$ cat src/rtl/adc_rx_pkg.sv
package adc_rx_pkg;
  typedef enum logic [1:0] {
    RX_IDLE   = 2'd0,
    RX_STROBE = 2'd1,
    RX_WAIT   = 2'd2,
    RX_RECV   = 2'd3
  } rx_state_e;
endpackage

$ cat src/rtl/adc_sync.sv
module adc_sync #(
  parameter int unsigned STAGES  = 2,
  parameter logic        RST_VAL = 1'b0
) (
  input  logic clk,
  input  logic rst_n,
  input  logic d,
  output logic q
);
  logic [STAGES-1:0] chain_q;

  generate
    for (genvar i = 0; i < STAGES; i++) begin : g_stage
      if (i == 0) begin : g_first
        always_ff @(posedge clk or negedge rst_n) begin
          if (!rst_n) chain_q[0] <= RST_VAL;
          else        chain_q[0] <= d;
        end
      end else begin : g_next
        always_ff @(posedge clk or negedge rst_n) begin
          if (!rst_n) chain_q[i] <= RST_VAL;
          else        chain_q[i] <= chain_q[i-1];
        end
      end
    end
  endgenerate

  assign q = chain_q[STAGES-1];
endmodule

$ cat src/rtl/adc_shift.sv
module adc_shift #(
  parameter int unsigned DATA_W = 12,
  localparam int unsigned CNT_MAX = DATA_W + 1,
  localparam int unsigned CNT_W   = $clog2(CNT_MAX + 1)
) (
  input  logic              clk,
  input  logic              rst_n,
  input  logic              clr,
  input  logic              bit_en,
  input  logic              bit_in,
  output logic [DATA_W-1:0] word,
  output logic [CNT_W-1:0]  count
);
  logic [DATA_W-1:0] word_q, word_d;
  logic [CNT_W-1:0]  cnt_q, cnt_d;

  always_comb begin
    word_d = word_q;
    cnt_d  = cnt_q;
    if (clr) begin
      word_d = '0;
      cnt_d  = '0;
    end else if (bit_en) begin
      word_d = {word_q[DATA_W-2:0], bit_in};
      if (cnt_q != CNT_W'(CNT_MAX)) cnt_d = cnt_q + 1'b1;
    end
  end

  always_ff @(posedge clk or negedge rst_n) begin
    if (!rst_n) begin
      word_q <= '0;
      cnt_q  <= '0;
    end else if (clr || bit_en) begin
      word_q <= word_d;
      cnt_q  <= cnt_d;
    end
  end

  assign word  = word_q;
  assign count = cnt_q;
endmodule

$ cat src/rtl/adc_conv_ctrl.sv
module adc_conv_ctrl
  import adc_rx_pkg::*;
#(
  parameter int unsigned CONV_LOW_CYC = 10,
  parameter int unsigned CONV_GAP_CYC = 6250,
  localparam int unsigned LOW_W = $clog2(CONV_LOW_CYC + 1),
  localparam int unsigned GAP_W = $clog2(CONV_GAP_CYC + 1)
) (
  input  logic clk,
  input  logic rst_n,
  input  logic req,
  input  logic busy_n_s,
  input  logic busy_rise,
  output logic conv_n,
  output logic frame_clr,
  output logic capture_en,
  output logic frame_end
);
  rx_state_e  state_q, state_d;
  logic       conv_n_q, conv_n_d;
  logic [LOW_W-1:0] low_q, low_d;
  logic [GAP_W-1:0] gap_q, gap_d;

  always_comb begin
    state_d    = state_q;
    conv_n_d   = conv_n_q;
    low_d      = low_q;
    gap_d      = (gap_q != '0) ? gap_q - 1'b1 : gap_q;
    frame_clr  = 1'b0;
    capture_en = 1'b0;
    frame_end  = 1'b0;
    case (state_q)
      RX_IDLE: begin
        if (req && busy_n_s && (gap_q == '0)) begin
          state_d   = RX_STROBE;
          conv_n_d  = 1'b0;
          low_d     = LOW_W'(CONV_LOW_CYC - 1);
          gap_d     = GAP_W'(CONV_GAP_CYC - 1);
          frame_clr = 1'b1;
        end
      end
      RX_STROBE: begin
        capture_en = 1'b1;
        if (low_q == '0) begin
          conv_n_d = 1'b1;
          state_d  = RX_WAIT;
        end else begin
          low_d = low_q - 1'b1;
        end
      end
      RX_WAIT: begin
        capture_en = 1'b1;
        if (!busy_n_s) state_d = RX_RECV;
      end
      RX_RECV: begin
        capture_en = 1'b1;
        if (busy_rise) begin
          frame_end = 1'b1;
          state_d   = RX_IDLE;
        end
      end
      default: state_d = RX_IDLE;
    endcase
  end

  always_ff @(posedge clk or negedge rst_n) begin
    if (!rst_n) begin
      state_q  <= RX_IDLE;
      conv_n_q <= 1'b1;
      low_q    <= '0;
      gap_q    <= '0;
    end else begin
      state_q  <= state_d;
      conv_n_q <= conv_n_d;
      low_q    <= low_d;
      gap_q    <= gap_d;
    end
  end

  assign conv_n = conv_n_q;
endmodule

$ cat src/rtl/serial_adc_rx.sv
module serial_adc_rx #(
  parameter int unsigned DATA_W        = 12,
  parameter int unsigned SYNC_STAGES   = 2,
  parameter int unsigned CLK_PERIOD_PS = 4000,
  parameter int unsigned CONV_LOW_CYC  = 10,
  parameter int unsigned CONV_GAP_CYC  = 6250
) (
  input  logic              clk,
  input  logic              rst_n,
  input  logic              sample_req,
  input  logic              adc_dclk,
  input  logic              adc_sdata,
  input  logic              adc_busy_n,
  output logic              adc_conv_n,
  output logic [DATA_W-1:0] res_data,
  output logic              res_valid,
  output logic              res_stale,
  output logic              res_frame_err
);
  localparam longint unsigned LOW_PS  = longint'(CONV_LOW_CYC) * longint'(CLK_PERIOD_PS);
  localparam int unsigned     CNT_W   = $clog2(DATA_W + 2);

  // strobe low time must stay inside the converter's allowed window
  generate
    if (LOW_PS < 64'd40000 || LOW_PS > 64'd12000000) begin : g_bad_low_time
      $error("convert strobe low time out of range");
    end
  endgenerate

  logic dclk_s, sdata_s, busy_s;
  logic dclk_q, busy_q;
  logic dclk_rise, busy_rise;
  logic frame_clr, capture_en, frame_end;
  logic [DATA_W-1:0] shift_word;
  logic [CNT_W-1:0]  shift_cnt;

  adc_sync #(.STAGES(SYNC_STAGES), .RST_VAL(1'b0)) u_sync_dclk (
    .clk(clk), .rst_n(rst_n), .d(adc_dclk), .q(dclk_s));
  adc_sync #(.STAGES(SYNC_STAGES), .RST_VAL(1'b0)) u_sync_sdata (
    .clk(clk), .rst_n(rst_n), .d(adc_sdata), .q(sdata_s));
  adc_sync #(.STAGES(SYNC_STAGES), .RST_VAL(1'b1)) u_sync_busy (
    .clk(clk), .rst_n(rst_n), .d(adc_busy_n), .q(busy_s));

  always_ff @(posedge clk or negedge rst_n) begin
    if (!rst_n) begin
      dclk_q <= 1'b0;
      busy_q <= 1'b1;
    end else begin
      dclk_q <= dclk_s;
      busy_q <= busy_s;
    end
  end

  assign dclk_rise = dclk_s & ~dclk_q;
  assign busy_rise = busy_s & ~busy_q;

  adc_conv_ctrl #(
    .CONV_LOW_CYC(CONV_LOW_CYC),
    .CONV_GAP_CYC(CONV_GAP_CYC)
  ) u_ctrl (
    .clk       (clk),
    .rst_n     (rst_n),
    .req       (sample_req),
    .busy_n_s  (busy_s),
    .busy_rise (busy_rise),
    .conv_n    (adc_conv_n),
    .frame_clr (frame_clr),
    .capture_en(capture_en),
    .frame_end (frame_end)
  );

  adc_shift #(.DATA_W(DATA_W)) u_shift (
    .clk   (clk),
    .rst_n (rst_n),
    .clr   (frame_clr),
    .bit_en(capture_en & dclk_rise),
    .bit_in(sdata_s),
    .word  (shift_word),
    .count (shift_cnt)
  );

  logic              first_q, first_d;
  logic [DATA_W-1:0] data_q, data_d;
  logic              valid_q, valid_d;
  logic              stale_q, stale_d;
  logic              err_q, err_d;
  logic              frame_ok;

  assign frame_ok = (shift_cnt == CNT_W'(DATA_W));

  always_comb begin
    first_d = first_q;
    data_d  = data_q;
    stale_d = stale_q;
    valid_d = 1'b0;
    err_d   = 1'b0;
    if (frame_end) begin
      first_d = 1'b0;
      if (frame_ok) begin
        valid_d = 1'b1;
        data_d  = shift_word;
        stale_d = first_q;
      end else begin
        err_d = 1'b1;
      end
    end
  end

  always_ff @(posedge clk or negedge rst_n) begin
    if (!rst_n) begin
      first_q <= 1'b1;
      data_q  <= '0;
      stale_q <= 1'b0;
      valid_q <= 1'b0;
      err_q   <= 1'b0;
    end else begin
      valid_q <= valid_d;
      err_q   <= err_d;
      if (frame_end) begin
        first_q <= first_d;
        data_q  <= data_d;
        stale_q <= stale_d;
      end
    end
  end

  assign res_data      = data_q;
  assign res_valid     = valid_q;
  assign res_stale     = stale_q;
  assign res_frame_err = err_q;
endmodule

$ cat config.mk
export PLATFORM = sky130hd
export DESIGN_NAME = serial_adc_rx
export DESIGN_NICKNAME = d
export VERILOG_FILES = /design/src/rtl/adc_rx_pkg.sv /design/src/rtl/adc_sync.sv /design/src/rtl/adc_shift.sv /design/src/rtl/adc_conv_ctrl.sv /design/src/rtl/serial_adc_rx.sv
export SDC_FILE = /design/constraint.sdc
export NUM_CORES = 1
export LEC_CHECK = 0
export CELL_PAD_IN_SITES_DETAIL_PLACEMENT = 0
export CELL_PAD_IN_SITES_GLOBAL_PLACEMENT = 2
export CORE_MARGIN = 2
export CORE_UTILIZATION = 39
export CTS_BUF_LIST = sky130_fd_sc_hd__clkbuf_4 sky130_fd_sc_hd__clkbuf_8
export DETAILED_ROUTE_END_ITERATION = 12
export GPL_ROUTABILITY_DRIVEN = 0
export GPL_TIMING_DRIVEN = 0
export PLACE_DENSITY = 0.76
export SLEW_MARGIN = 30
export SYNTH_ARGS = -nofsm -noshare
export SYNTH_HDL_FRONTEND = slang
export SYNTH_SLANG_ARGS = --single-unit
$ cat constraint.sdc
create_clock -name clk -period 2.4 [get_ports clk]
set_input_delay 0.6 -clock clk [delete_from_list [all_inputs] [get_ports clk]]
set_output_delay 0.6 -clock clk [all_outputs]
set_load 0.01 [all_outputs]
==> flow_metrics.py <==
metrics = {
    "sta": {
        "min_period_ns": 2.27,
        "finalSetupTns_ns": 0,
        "setup-violations-final": 0,
        "worst_slew_pin_slew_ns": 0.566,
        "whs_ns": 0.153,
        "grt_setup_unrepaired": "false",
        "finalClockSkew_ns": 0.00653,
        "fin_ws_ns": 0.134,
        "post-route-period-util_pct": 94.4,
        "hold_viol_final": 0,
        "drv_slew": 0,
        "relSlewSlack_pct": 61.9,
        "max_freq_ghz": 0.441,
    },
    "worst_setup_path": {
        "slowest_delay_ns": 0.54,
        "path_class": "register to register",
        "cp.buffers_inverters": 1,
        "worstPathRequired_ns": 2.62,
        "timing.rr.end": "u_ctrl.state_q[1]",
        "r2r_slack_ns": 0.13,
        "cp-end-kind": "register",
        "cp_max_fo": 8,
        "reg2reg_depth": 6,
        "slowest_stage": "or3b_2",
        "rr_startpoint": "u_ctrl.low_q[0]",
        "crit_family": "compound AO/OA/AOI/OAI gates",
        "arrival_ns": 2.48,
        "worstPathCellList": "inv_1 > ha_1 > or3b_2 > a221o_1 > a21oi_1 > mux2_2",
        "worstSetupStartpointType": "register",
    },
    "final_layout": {
        "nNetsFinal": 303,
        "n_fill_cell": 652,
        "final_area_sq_mm": 0.00325,
        "area_growth_pct": 20.0,
        "diodes": 0,
        "layout-drive-gt1-share_pct": 18.2,
    },
    "power_and_ir_drop": {
        "cellPowerDensity_mw_per_mm2": 596,
        "switchingPower_mw": 0.433,
        "p_leak_nw": 1.44,
        "seq_power_share_pct": 52.8,
        "comb_power_share_pct": 1.8,
        "p_int_mw": 1.50,
        "ir_worst_vdd_uv": 283,
        "p_clk_share_pct": 45.4,
        "power_mw": 1.94,
        "switching_share_pct": 22.3,
    },
    "routing": {
        "vias": 1913,
        "wirelength_um": 5260,
        "drc": 0,
        "via_per_inst": 5.16,
        "wl_per_cell_um": 14.2,
        "firstDrtPassIters": 4,
        "ant_nets": 0,
        "drt_iter0_markers": 89,
    },
    "die": {
        "core_area_sq_mm": 0.00676,
        "dieWidth_um": 87.3,
        "fp-row-count": 30,
        "die_y_um": 87.3,
        "dieArea_sq_mm": 0.00763,
        "ios": 22,
        "start_util_pct": 40.1,
    },
    "global_routing": {
        "grt.overflow.total": 0,
        "grt_max_degree": 39,
        "grtUsageTotal_pct": 16.1,
        "antenna_found_initial": 0,
        "grt_pass1_vias": 1911,
        "grt_pass1_wl_um": 9440,
    },
    "logic_synthesis": {
        "synth_flop_cell": "dfrtp_1",
        "avgSynthCellArea_sq_um": 10.7,
        "synth_warnings": 0,
        "netlist_area_sq_mm": 0.00271,
        "yosysSeqAreaShare_pct": 55.7,
        "ys_ff_latch": 60,
        "synth_edf_count": 0,
        "synth_nets": 269,
        "synth_cell_types": 48,
        "syn_inst": 252,
        "async_reset_ff_share_pct": 100,
    },
    "clocking": {
        "path_clk_slew_ns": 0.07,
        "numClockSinks": 60,
        "cts_made_buffers": 9,
        "cts_tree": "built",
        "clk_path_buf_depth": 2,
        "htree_levels": 3,
        "clkLatencyLatePin_ns": 0.33,
        "cts-root-buf": "clkbuf_8",
    },
    "job": {
        "drv_cap": 0,
    },
    "status": {
        "run_status": "finished clean",
    },
    "placed_design": {
        "portBuffers": 21,
        "dpl_worst_slack_ns": -0.0995,
        "placed_area_sq_mm": 0.00304,
        "place_hpwl_um": 3590,
    },
    "worst_hold_path": {
        "hold_path_class": "primary input to asynchronous set/reset pin",
    },
}
[worst reg2reg max path: cells and delay by family (launching register included)]
family	cells	cell delay (ns)
AOI/OAI and AO/OA	2	0.58
adders and majority gates	1	0.14
DFF	1	0.41
muxes	1	0.36
and+or+nand+nor	1	0.55
buffers and inverters	1	0.11
[worst max-delay path by stage]
stage | startpoint | end | slack, ns | cells past startpoint
2_1_floorplan | u_ctrl.gap_q[0] | u_ctrl.gap_q[3] | 0.27 | 8
3_3_place_gp | rst_n | u_ctrl.low_q[0] | -1.37 | 1
3_5_place_dp | sample_req | u_ctrl.state_q[1] | -0.1 | 5
4_1_cts | u_ctrl.gap_q[0] | u_ctrl.low_q[2] | 0.02 | 7
5_1_grt | u_ctrl.state_q[0] | u_shift.word[5] | 0.03 | 7
6_report | u_ctrl.low_q[0] | u_ctrl.state_q[1] | 0.13 | 6
[flip-flops by register name, summed over array words and instances (netlist names), 2 cells and up]
register,cells
u_shift.word,12
u_ctrl.gap_q,13
u_ctrl.low_q,4
u_shift.count,4
res_data,12
u_ctrl.state_q,2
[synth_stat cells, types with 4 or more instances]
| cell type | instances | share of area, % |
|---|---|---|
| a21oi_1 | 10 | 1.8 |
| nand2_1 | 38 | 5.3 |
| nor3_1 | 9 | 1.7 |
| o21ai_0 | 17 | 3.1 |
| a31oi_1 | 4 | 0.92 |
| ha_1 | 11 | 5.1 |
| clkbuf_1 | 9 | 1.2 |
| inv_1 | 12 | 1.7 |
| dfrtp_1 | 55 | 51 |
| dfstp_2 | 5 | 4.9 |
| nor4_1 | 4 | 0.92 |
| nand3_1 | 7 | 1.3 |
| nor2_1 | 7 | 0.97 |
| mux2_2 | 14 | 5.8 |
[power by group through the flow]
stage | combinational, mW | clock, mW | sequential [mW]
4_1_cts | 0.0368 | 0.914 | 1.02
5_1_grt | 0.0404 | 0.965 | 1.02
6_report | 0.0343 | 0.879 | 1.02
2_1_floorplan | 0.00286 | 0 | 1.04
3_3_place_gp | 0.0335 | 0 | 1.04
3_5_place_dp | 0.0370 | 0 | 1.04
[through the flow]
stage               instances  utilization [%]
floorplan                 252                -
global placement          353             44.7
detailed placement        354             44.9
CTS                       372             48.0
global route              371             48.1
finish                    371             48.1
[layout by cell type (no fill, tap or decap), types with 4 or more instances in the layout]
master,n
clkdlybuf4s50_1,20
dfrtp_1,55
clkbuf_8,9
a31oi_1,4
nor4_1,4
inv_1,11
a21oi_1,10
nor2_1,7
o21ai_0,17
nor3_1,9
nand2_1,38
mux2_2,14
dfstp_2,5
ha_1,11
clkbuf_1,7
nand3_1,7
[timing repair]
action / in CTS / in global routing
pin swaps: 1 / 0
buffers inserted: 2 / 0
hold buffers: 0 / 0
resized for setup: 0 / 6
endpoints found under the setup margin: 2 / 19
[final cells by class]
cell class                 instances  area [sq um]  area share [%]
multi-input combinational        168          1120            34.4
clock buffer                       9           124            3.81
buffer                            11          46.3            1.42
sequential                        60          1510            46.4
tap                               80           100            3.08
timing repair buffer              24           243            7.46
inverter                          12          45.0            1.39
clock inverter                     7          67.6            2.08
[per-layer routing]
metal  global-route usage (%)  routed length (um)  vias up
met1                     23.5                2710      907
met5                        0                   0        -
li1                         -                   -      958
met2                     22.4                2250       38
met3                     4.55                 218       10
met4                     6.29                  87        0
[kinds of logic (layout without fill, tap and decap cells)]
group                    after synthesis  in the layout  synth area share, %
AO/OA/AOI/OAI                         48             48                 11.1
AND/OR/NAND/NOR                       89             89                 16.8
XOR/XNOR                               4              4                 1.29
buffers and inverters                 24             63                 3.46
flip-flops                            60             60                 55.7
multiplexers                          16             16                 6.56
adder cells (fa/ha/maj)               11             11                 5.08
No activity file was read; power rests on OpenSTA's default activity.
